### src/rtl/addr_alu_pkg.sv
package addr_alu_pkg;

  localparam int FLAG_W = 4;
  localparam int FLAG_Z = 3;
  localparam int FLAG_N = 2;
  localparam int FLAG_H = 1;
  localparam int FLAG_C = 0;

  typedef enum logic [2:0] {
    OP_PAIR_ADD  = 3'd0,
    OP_INC       = 3'd1,
    OP_DEC       = 3'd2,
    OP_SP_DISP   = 3'd3,
    OP_SP_TO_HL  = 3'd4,
    OP_PC_REL    = 3'd5,
    OP_PUSH_ADJ  = 3'd6,
    OP_POP_ADJ   = 3'd7
  } alu_op_e;

  typedef struct packed {
    logic z;
    logic n;
    logic h;
    logic c;
  } alu_flags_t;

  // Flag rule for the pair add: zero passes through, subtract clears.
  function automatic alu_flags_t pair_add_flags(alu_flags_t old_f, logic half, logic carry);
    alu_flags_t f;
    f.z = old_f.z;
    f.n = 1'b0;
    f.h = half;
    f.c = carry;
    return f;
  endfunction

  // Flag rule for the displacement forms: zero and subtract forced low.
  function automatic alu_flags_t disp_flags(logic half, logic carry);
    alu_flags_t f;
    f.z = 1'b0;
    f.n = 1'b0;
    f.h = half;
    f.c = carry;
    return f;
  endfunction

  function automatic logic is_disp_op(alu_op_e op);
    return (op == OP_SP_DISP) || (op == OP_SP_TO_HL);
  endfunction

  function automatic logic is_step_op(alu_op_e op);
    return (op == OP_INC) || (op == OP_DEC) ||
           (op == OP_PUSH_ADJ) || (op == OP_POP_ADJ);
  endfunction

endpackage

### src/rtl/addr_alu_seg_add.sv
// Two-segment adder: exposes the carry out of the low segment and of the
// full width as named wires, so no wide carry vector is left partly unused.
module addr_alu_seg_add #(
  parameter int W    = 16,
  parameter int LO_W = 12
) (
  input  logic [W-1:0] a,
  input  logic [W-1:0] b,
  output logic [W-1:0] sum,
  output logic         seg_carry,
  output logic         top_carry
);
  localparam int HI_W = W - LO_W;

  logic [LO_W:0] lo_sum;
  logic [HI_W:0] hi_sum;

  assign lo_sum    = {1'b0, a[LO_W-1:0]} + {1'b0, b[LO_W-1:0]};
  assign seg_carry = lo_sum[LO_W];
  assign hi_sum    = {1'b0, a[W-1:LO_W]} + {1'b0, b[W-1:LO_W]}
                   + {{HI_W{1'b0}}, seg_carry};
  assign top_carry = hi_sum[HI_W];
  assign sum       = {hi_sum[HI_W-1:0], lo_sum[LO_W-1:0]};

  initial begin
    seg_split_ok: assert (LO_W > 0 && LO_W < W)
      else $error("segment cut outside operand");
  end
endmodule

### src/rtl/addr_alu_step.sv
// Fixed-step adjust: +1, -1, +2, -2 selected by two control bits.
module addr_alu_step #(
  parameter int W = 16
) (
  input  logic [W-1:0] a,
  input  logic         down,
  input  logic         by_two,
  output logic [W-1:0] result
);
  logic [W-1:0] delta;

  assign delta  = {{(W-2){1'b0}}, by_two, ~by_two};
  assign result = down ? (a - delta) : (a + delta);
endmodule

### src/rtl/addr_alu_disp_add.sv
// Base plus sign-extended displacement, with flags from the low byte only.
module addr_alu_disp_add #(
  parameter int ADDR_W = 16,
  parameter int DISP_W = 8
) (
  input  logic [ADDR_W-1:0] base,
  input  logic [DISP_W-1:0] disp,
  output logic [ADDR_W-1:0] sum,
  output logic              low_half_carry,
  output logic              low_carry
);
  localparam int UP_W  = ADDR_W - DISP_W;
  localparam int NIB_W = DISP_W / 2;

  logic [DISP_W-1:0] low_sum;
  logic [UP_W-1:0]   up_sum;
  logic [UP_W-1:0]   ext_hi;

  addr_alu_seg_add #(.W(DISP_W), .LO_W(NIB_W)) u_low (
    .a         (base[DISP_W-1:0]),
    .b         (disp),
    .sum       (low_sum),
    .seg_carry (low_half_carry),
    .top_carry (low_carry)
  );

  assign ext_hi = {UP_W{disp[DISP_W-1]}};
  assign up_sum = base[ADDR_W-1:DISP_W] + ext_hi + {{(UP_W-1){1'b0}}, low_carry};
  assign sum    = {up_sum, low_sum};
endmodule

### src/rtl/addr_alu_top.sv
module addr_alu_top #(
  parameter int ADDR_W = 16,
  parameter int DISP_W = 8
) (
  input  logic              clk,
  input  logic              rst_n,
  input  logic              in_valid,
  input  logic [2:0]        in_op,
  input  logic [ADDR_W-1:0] in_a,
  input  logic [ADDR_W-1:0] in_b,
  input  logic [DISP_W-1:0] in_disp,
  input  logic [3:0]        in_flags,
  output logic              out_valid,
  output logic [ADDR_W-1:0] out_result,
  output logic [3:0]        out_flags,
  output logic              out_to_hl
);
  import addr_alu_pkg::*;

  localparam int PAIR_HALF_W = ADDR_W - 4;

  alu_op_e    op;
  alu_flags_t flags_old;

  assign op        = alu_op_e'(in_op);
  assign flags_old = alu_flags_t'(in_flags);

  // Pair add path
  logic [ADDR_W-1:0] pair_sum;
  logic              pair_half_w;
  logic              pair_carry_w;

  addr_alu_seg_add #(.W(ADDR_W), .LO_W(PAIR_HALF_W)) u_pair (
    .a         (in_a),
    .b         (in_b),
    .sum       (pair_sum),
    .seg_carry (pair_half_w),
    .top_carry (pair_carry_w)
  );

  // Displacement path (SP forms and PC offset)
  logic [ADDR_W-1:0] disp_sum;
  logic              disp_half_w;
  logic              disp_carry_w;

  addr_alu_disp_add #(.ADDR_W(ADDR_W), .DISP_W(DISP_W)) u_disp (
    .base           (in_a),
    .disp           (in_disp),
    .sum            (disp_sum),
    .low_half_carry (disp_half_w),
    .low_carry      (disp_carry_w)
  );

  // Fixed-step path
  logic [ADDR_W-1:0] step_sum;
  logic              step_down;
  logic              step_two;

  assign step_down = (op == OP_DEC) || (op == OP_PUSH_ADJ);
  assign step_two  = (op == OP_PUSH_ADJ) || (op == OP_POP_ADJ);

  addr_alu_step #(.W(ADDR_W)) u_step (
    .a      (in_a),
    .down   (step_down),
    .by_two (step_two),
    .result (step_sum)
  );

  // Result and flag selection
  logic [ADDR_W-1:0] nxt_result;
  alu_flags_t        nxt_flags;

  always_comb begin
    nxt_result = step_sum;
    nxt_flags  = flags_old;
    if (op == OP_PAIR_ADD) begin
      nxt_result = pair_sum;
      nxt_flags  = pair_add_flags(flags_old, pair_half_w, pair_carry_w);
    end else if (is_disp_op(op)) begin
      nxt_result = disp_sum;
      nxt_flags  = disp_flags(disp_half_w, disp_carry_w);
    end else if (op == OP_PC_REL) begin
      nxt_result = disp_sum;
    end
  end

  // Output register
  always_ff @(posedge clk or negedge rst_n) begin
    if (!rst_n) begin
      out_valid  <= 1'b0;
      out_result <= '0;
      out_flags  <= '0;
      out_to_hl  <= 1'b0;
    end else begin
      out_valid <= in_valid;
      if (in_valid) begin
        out_result <= nxt_result;
        out_flags  <= nxt_flags;
        out_to_hl  <= (op == OP_SP_TO_HL);
      end
    end
  end


  valid_follow_chk: assert property (@(posedge clk) disable iff (!rst_n)
    in_valid |=> out_valid);


  idle_follow_chk: assert property (@(posedge clk) disable iff (!rst_n)
    !in_valid |=> !out_valid);


  pair_zero_keep_chk: assert property (@(posedge clk) disable iff (!rst_n)
    (in_valid && op == OP_PAIR_ADD) |=>
      (out_flags[FLAG_Z] == $past(in_flags[FLAG_Z])) && !out_flags[FLAG_N]);


  pair_carry_chk: assert property (@(posedge clk) disable iff (!rst_n)
    (in_valid && op == OP_PAIR_ADD) |=>
      (out_flags[FLAG_C] == (out_result < $past(in_a))) &&
      (out_flags[FLAG_H] == (out_result[PAIR_HALF_W-1:0] < $past(in_a[PAIR_HALF_W-1:0]))));


  step_flags_chk: assert property (@(posedge clk) disable iff (!rst_n)
    (in_valid && is_step_op(op)) |=> (out_flags == $past(in_flags)));


  disp_dest_chk: assert property (@(posedge clk) disable iff (!rst_n)
    in_valid |=> (out_to_hl == ($past(in_op) == 3'd4)));


  disp_flags_chk: assert property (@(posedge clk) disable iff (!rst_n)
    (in_valid && is_disp_op(op)) |=>
      !out_flags[FLAG_Z] && !out_flags[FLAG_N] &&
      (out_flags[FLAG_C] == (out_result[DISP_W-1:0] < $past(in_a[DISP_W-1:0]))));


  pc_flags_chk: assert property (@(posedge clk) disable iff (!rst_n)
    (in_valid && op == OP_PC_REL) |=> (out_flags == $past(in_flags)));


  reset_clear_chk: assert property (@(posedge clk)
    !rst_n |-> !out_valid && (out_result == '0) && (out_flags == '0));
endmodule

### config.mk
export PLATFORM = sky130hd
export DESIGN_NAME = addr_alu_top
export DESIGN_NICKNAME = d
export VERILOG_FILES = /design/src/rtl/addr_alu_pkg.sv /design/src/rtl/addr_alu_seg_add.sv /design/src/rtl/addr_alu_step.sv /design/src/rtl/addr_alu_disp_add.sv /design/src/rtl/addr_alu_top.sv
export SDC_FILE = /design/constraint.sdc
export NUM_CORES = 1
export LEC_CHECK = 0
export CAP_MARGIN = 40
export CORE_ASPECT_RATIO = 1.4
export CORE_MARGIN = 1.5
export CORE_UTILIZATION = 65
export CTS_CLUSTER_DIAMETER = 60
export DETAILED_ROUTE_END_ITERATION = 7
export DONT_BUFFER_PORTS = 1
export PLACE_DENSITY = 0.81
export SLEW_MARGIN = 20
export SYNTH_ARGS = -nofsm -noshare
export SYNTH_HDL_FRONTEND = slang
export SYNTH_SLANG_ARGS = --single-unit
### constraint.sdc
create_clock -name clk -period 1.7 [get_ports clk]
set_clock_uncertainty 0.2 [all_clocks]
set_input_delay 0.085 -clock clk [delete_from_list [all_inputs] [get_ports clk]]
set_output_delay 0.085 -clock clk [all_outputs]
set_load 0.03 [all_outputs]
==> reports/metrics.yaml, run 1 <==
result_of_the_run: "finished, violations left"
violated_checks: "hold timing, setup timing"
core_um2: 4540
synthCells: 369
pre_cts_ws_ns: -2.13
timing.critical_path.from_type: "input port"
worst_ep_required_time_ns: 1.66
clock-root-buffer: "clkbuf_8"
sequential_cell_area_um2: 551
f_max_mhz: 278
die_h_um: 84.0
post_synth.cell_area_avg_um2: 8.26
gpl_congestion: 0.952
post_route_cells_drive_above_1_share_pct: 32.8
estimated_wirelength_of_the_detail_placed_design_um: 7560
die_w_um: 60.9
dr.first_iter.drc_count: 575
path_delay_family: "adder cells"
worst_slew_pin_slew_ns: 0.601
post_synth_num_cell_types: 54
dominantRegCellSynth: "dfrtp_1"
clk_pin_slew_ns: 0.10
tritoncts: "yes"
post_synth_top_area_share_pct: 18.1
timing_hold_violations_final: 16
grtUsageTotal_pct: 45.6
final_period_minus_worst_setup_slack_ns: 3.60
multi_input_area_um2: 2620
cts_num_sinks: 22
static-leakage-power_uw: 0.00194
critPathArrivalTime_ns: 3.56
async_flop_share_pct: 100
cp_slowest_stage_delay_ns: 0.38
clock_tree.buffer_depth: 2
floorplan.die_area_um2: 5110
synth_seq_area_share_pct: 18.1
antenna_left: 0
synth-edff-count: 0
routedWlPerCell_um: 25.4
met2RoutedLength_um: 6200
synth_fp_nets: 471
pin_count_of_the_biggest_net_entering_global_routing: 34
finalNetCount: 568
synthTopCellsByArea: "dfrtp_1, ha_1, a21oi_1, fa_1, xnor2_1"
io_buffers: 0
io_pins: 72
worst-setup-path-type: "input port to register"
post-synth-top-count-cell: "ha_1"
number_of_vias_in_the_routed_layout: 3871
critical_path.n_buffers_inverters: 1
clock_buffers_created_by_tritoncts: 3
yosys_warnings: 0
area_delta_synth_final_pct: 37.7
grt_first_pass_wirelength_um: 17500
drv_cap: 0
antenna_cells: 0
initial_utilization_pct: 67.2
timing.critical_path.cells: "ha_4 -> fa_2 -> a21o_1 -> a21oi_2 -> inv_1 -> fa_2 -> fa_2 -> a21o_1 -> a21oi_2 -> fa_2 -> fa_2 -> nor2b_1 -> o21a_1 -> or3_1 -> a32oi_1 -> nand2_1 -> o21ai_1 -> o21ai_1"
syn-cell-area_um2: 3050
critical_path.most_common_cell: "fa_2"
cts.htree.levels: 1
vias_in_the_first_global_route: 3662
setup_viol_count_final: 14
clk-insertion-delay-late_ns: 0.28
globalRouteOverflowTotal: 0
wl_met3_um: 1620
endpoint_kind: "register"
initial_antenna_violation_count: 0
power_uw: 2770
pwr_density_cell_nw_per_um2: 659
critical_path.slowest_cell: "fa_2"
fin_area_um2: 4200
route.detailed.drc: 0
route.layer.met1.wl_um: 4080
worst_slew_margin_relative_to_its_limit_pct: 59.9
floorplan.rows: 29
vdd_drop_max_uv: 491
final_worst_path_period_share_pct: 212
unrepaired_setup_endpoints_after_global_routing: "yes"
placedInstanceArea_um2: 3770
final.hold.worst_slack_ns: -0.370
min_path_type: "input port to register"
post-route-worst-setup-slack_ns: -1.90
timing_max_transition_violations_final: 0
routed_wl_um: 13300
top_signal_layer_used: "met4"
vias_per_cell: 7.36
cp_max_fo: 3
synth.cells.most_frequent: "ha_1, a21oi_1, nand2_1, nor2_1, o21ai_0"
drt_pass1_iterations: 8
num-fill-cells: 173
synth_largest_area_cell: "dfrtp_1"
synth_seq_cells: 22
==> worst reg2reg max path: stages (launching register included) <==
cell	delay (ns)
dfrtp_1	0.51
a32o_1	0.27
dlygate4sd3_1	0.56
==> area by class of cell <==
type	instances	share of cell area, %
clock buffers	3	0.984
inverters	18	1.61
flip-flops and latches	22	13.1
repair buffers	104	19.9
well taps	62	1.85
multi-input cells	317	62.5
==> sequential cells by signal (all words and copies together) (netlist names) <==
name	count
out_result	16
out_flags	4
out_to_hl	1
out_valid	1
==> timing repair <==
action                                  in CTS  in global routing
gates resized for setup                     15                 21
pin swaps                                   28                 25
endpoints found under the setup margin      14                 20
buffers inserted                             8                  8
hold endpoints to repair                    44                 39
hold buffers                                12                  2
==> metrics by stage <==
step	TNS [ns]	std cells	util, %
2_1_floorplan	-16.77	369	-
5_1_grt	-18.32	526	92.5
4_1_cts	-16.29	518	89.1
3_5_place_dp	-19.39	496	83.2
6_report	-16.95	526	92.5
3_3_place_gp	-18.12	496	83.2
==> cells by family (layout without fill, tap and decap cells) <==
logic type	Yosys count	count (layout)	synth area share (%)
multiplexers	2	2	0.657
buffers and inverters	30	125	3.86
AO/OA/AOI/OAI	134	134	29.1
flip-flops	22	22	18.1
AND/OR/NAND/NOR	95	95	14.9
adder cells (fa/ha/maj)	52	52	23.6
XOR/XNOR	34	34	9.77
==> cells in the final DEF, fill, tap and decap left out, types with 3 or more instances in the layout <==
cell	instances
xnor2_1	17
a21oi_1	28
o211ai_1	8
a211oi_1	6
nand2_1	28
ha_4	3
nor3_1	5
o21a_1	5
dlygate4sd3_1	10
nor2b_4	3
dfrtp_1	22
o21ai_0	14
xor2_1	15
a21oi_2	15
nor2_1	24
fa_2	9
nand3_1	7
inv_1	17
or3_1	4
o21ai_1	11
clkbuf_8	3
a21o_1	10
dlymetal6s4s_1	3
nand4_1	4
ha_1	40
buf_4	88
nor2b_1	5
==> worst paths after layout <==
kind | start | depth (start not counted) | endpoint | slack (ns)
setup / recovery | in_a[0] | 18 | out_result[12] | -1.90
hold / removal | in_valid | 0 | out_valid | -0.37
setup reg to reg | out_flags[3] | 2 | out_flags[3] | 0.05
hold reg to reg | out_result[1] | 2 | out_result[1] | 0.50
max in group asynchronous | rst_n | 2 | out_result[9] | 0.77
min in group asynchronous | rst_n | 2 | out_to_hl | 0.13
==> report_power, final <==
group | internal [uW] | switching (uW) | leakage, uW
Sequential | 608 | 267 | 0.000261
Clock | 159 | 206 | 0.0000216
Combinational | 728 | 797 | 0.00165
Total | 1500 | 1270 | 0.00194
==> per-layer routing <==
| metal | vias to the layer above | global-route usage [%] |
|---|---|---|
| li1 | 1562 | - |
| met1 | 1700 | 47.8 |
| met2 | 426 | 72.7 |
| met3 | 183 | 16.6 |
| met4 | 0 | 30.6 |
| met5 | - | 0 |
Power figures use the tool's default switching activity.
==> run 2: changes to the inputs <==
Settings changed: PLACE_DENSITY 0.81 to default, PLACE_DENSITY_LB_ADDON from default to 0.2.
==> run 2 against run 1 <==
The flow finishes with violations (DRC, hold timing, setup timing). Cell area up 1.8%. Highest routed layer unchanged. Clock-buffer cell count unchanged. Critical path depth is the same. Via count is 7.0% higher. Largest power group unchanged. Fmax is 5.6% lower. Combinational power increased by 5%. First-iteration DRC count is 110% higher.
==> reports/metrics.yaml, run 2 (synthesized netlist as in run 1, its figures left out) <==
critical_path.most_common_cell: "fa_2"  # unchanged
f_max_mhz: 262  # was 278 MHz
final_period_minus_worst_setup_slack_ns: 3.81  # was 3.60 ns
routedWlPerCell_um: 28.5  # was 25.4 um
routed_wl_um: 15200  # was 13300 um
placedInstanceArea_um2: 3820  # was 3770 um2
vias_in_the_first_global_route: 3877  # was 3662
antenna_left: 0  # unchanged
vias_per_cell: 7.75  # was 7.36
largest-register: "out_result"  # unchanged
sequential_cell_area_um2: 551  # unchanged
die_h_um: 84.0  # unchanged
tritoncts: "yes"  # unchanged
setup_viol_count_final: 14  # unchanged
io_pins: 72  # unchanged
gpl_congestion: 1.05  # was 0.952
worst_slew_pin_slew_ns: 0.700  # was 0.601 ns
critical_path.n_buffers_inverters: 2  # was 1
finalNetCount: 575  # was 568
floorplan.rows: 29  # unchanged
final.hold.worst_slack_ns: -0.391  # was -0.370 ns
drv_cap: 0  # unchanged
route.detailed.drc: 75  # was 0
clock_buffers_created_by_tritoncts: 3  # unchanged
endpoint_kind: "register"  # unchanged
die_w_um: 60.9  # unchanged
globalRouteOverflowTotal: 0  # unchanged
num-fill-cells: 139  # was 173
pin_count_of_the_biggest_net_entering_global_routing: 34  # unchanged
static-leakage-power_uw: 0.00199  # was 0.00194 uW
min_path_type: "input port to register"  # unchanged
worst_ep_required_time_ns: 1.65  # was 1.66 ns
io_buffers: 0  # unchanged
worst_r2r_path_depth: 3  # was 2
final_worst_path_period_share_pct: 224  # was 212%
area_delta_synth_final_pct: 40.2  # was 37.7%
timing.critical_path.from_type: "input port"  # unchanged
largest_reg_flops: 16  # unchanged
core_um2: 4540  # unchanged
fin_cells: 534  # was 526
timing_max_transition_violations_final: 0  # unchanged
final_core_utilization_pct: 94.2  # was 92.5%
floorplan.die_area_um2: 5110  # unchanged
post-route-worst-setup-slack_ns: -2.11  # was -1.90 ns
clock-root-buffer: "clkbuf_8"  # unchanged
worst-setup-path-type: "input port to register"  # unchanged
grt_first_pass_wirelength_um: 19500  # was 17500 um
critPathArrivalTime_ns: 3.77  # was 3.56 ns
post_route_cells_drive_above_1_share_pct: 33.5  # was 32.8%
result_of_the_run: "finished, violations left"  # unchanged
fin_area_um2: 4270  # was 4200 um2
clk_pin_slew_ns: 0.11  # was 0.10 ns
cts_num_sinks: 22  # unchanged
path_delay_family: "compound AO/OA/AOI/OAI gates"  # was adder cells
final_common_cell: "buf_4"  # unchanged
critical_path.slowest_cell: "a221oi_1"  # was fa_2
timing.critical_path.depth: 18  # unchanged
pre_cts_ws_ns: -2.09  # was -2.13 ns
whs_path_depth: 0  # unchanged
vdd_drop_max_uv: 508  # was 491 uV
violated_checks: "DRC, hold timing, setup timing"  # was hold timing, setup timing
initial_antenna_violation_count: 0  # unchanged
clock_tree.buffer_depth: 2  # unchanged
power_uw: 3060  # was 2770 uW
clk-insertion-delay-late_ns: 0.29  # was 0.28 ns
estimated_wirelength_of_the_detail_placed_design_um: 7580  # was 7560 um
dr.first_iter.drc_count: 1232  # was 575
grtUsageTotal_pct: 51.9  # was 45.6%
timing.critical_path.cells: "ha_4 -> fa_2 -> a21o_1 -> a21oi_2 -> inv_1 -> fa_2 -> fa_2 -> a21o_1 -> a21oi_4 -> fa_2 -> buf_4 -> nor2b_1 -> o2111ai_1 -> nand3_1 -> o22a_1 -> xnor2_1 -> a221oi_1 -> o21ai_1"  # was ha_4 -> fa_2 -> a21o_1 -> a21oi_2 -> inv_1 -> fa_2 -> fa_2 -> a21o_1 -> a21oi_2 -> fa_2 -> fa_2 -> nor2b_1 -> o21a_1 -> or3_1 -> a32oi_1 -> nand2_1 -> o21ai_1 -> o21ai_1
unrepaired_setup_endpoints_after_global_routing: "yes"  # unchanged
most-common-layout-cells: "buf_4, ha_1, a21oi_1"  # was buf_4, ha_1, a21oi_1, nand2_1, nor2_1
cp_max_fo: 3  # unchanged
worst_slew_margin_relative_to_its_limit_pct: 53.2  # was 59.9%
cp_slowest_stage_delay_ns: 0.37  # was 0.38 ns
placed_cells_incl_taps: 502  # was 496
initial_utilization_pct: 67.2  # unchanged
number_of_vias_in_the_routed_layout: 4141  # was 3871
layout_top_registers: "out_result: 16 flops, out_flags: 4 flops"  # unchanged
multi_input_area_um2: 2620  # about the same
drt_pass1_iterations: 8  # unchanged
pwr_density_cell_nw_per_um2: 717  # was 659 nW/um2
antenna_cells: 0  # unchanged
timing_hold_violations_final: 15  # was 16
cts.htree.levels: 1  # unchanged
==> run 2: timing repair <==
action                                  CTS  global route
buffers inserted                          7            10
endpoints found under the hold margin    44            37
pin swaps                                22            14
resized for setup                        11            22
endpoints found under the setup margin   14            21
hold buffers                             15             1
==> run 2: through the flow <==
stage	TNS, ns	hold slack (ns)
finish	-16.81	-0.391
global route	-17.53	-0.393
CTS	-15.28	-0.363
detailed placement	-18.78	-0.410
global placement	-18.08	-0.410
floorplan	-16.77	-0.411
==> run 2: power by group <==
group	internal, uW	leakage, uW	total [uW]	switching [uW]
sequential	608	0.000261	889	282
clock	317	0.0000357	565	248
combinational	740	0.00169	1610	869
==> run 2: final timing paths <==
kind,startpoint,end,slack (ns)
min reg2reg,out_result[1],out_result[1],0.49
min,in_valid,out_valid,-0.39
min in group asynchronous,rst_n,out_to_hl,0.12
max in group asynchronous,rst_n,out_result[11],0.77
max,in_a[0],out_result[15],-2.11
max reg2reg,out_result[3],out_result[3],0.09
==> run 2: final cells by class <==
type | count | share of cell area [%]
clock buffer | 3 | 0.967
clock inverter | 1 | 0.703
inverter | 18 | 1.58
multi-input combinational | 317 | 61.3
sequential | 22 | 12.9
tap | 62 | 1.82
timing repair buffer | 111 | 20.7
==> run 2: routing by layer <==
layer / track usage (%) / up-vias / part of all wire, %
met1: 48.9 / 1848 / 29
met3: 34.6 / 228 / 14
met2: 76.5 / 491 / 43
met5: 2.38 / - / 0
li1: - / 1574 / -
met4: 38.3 / 0 / 13
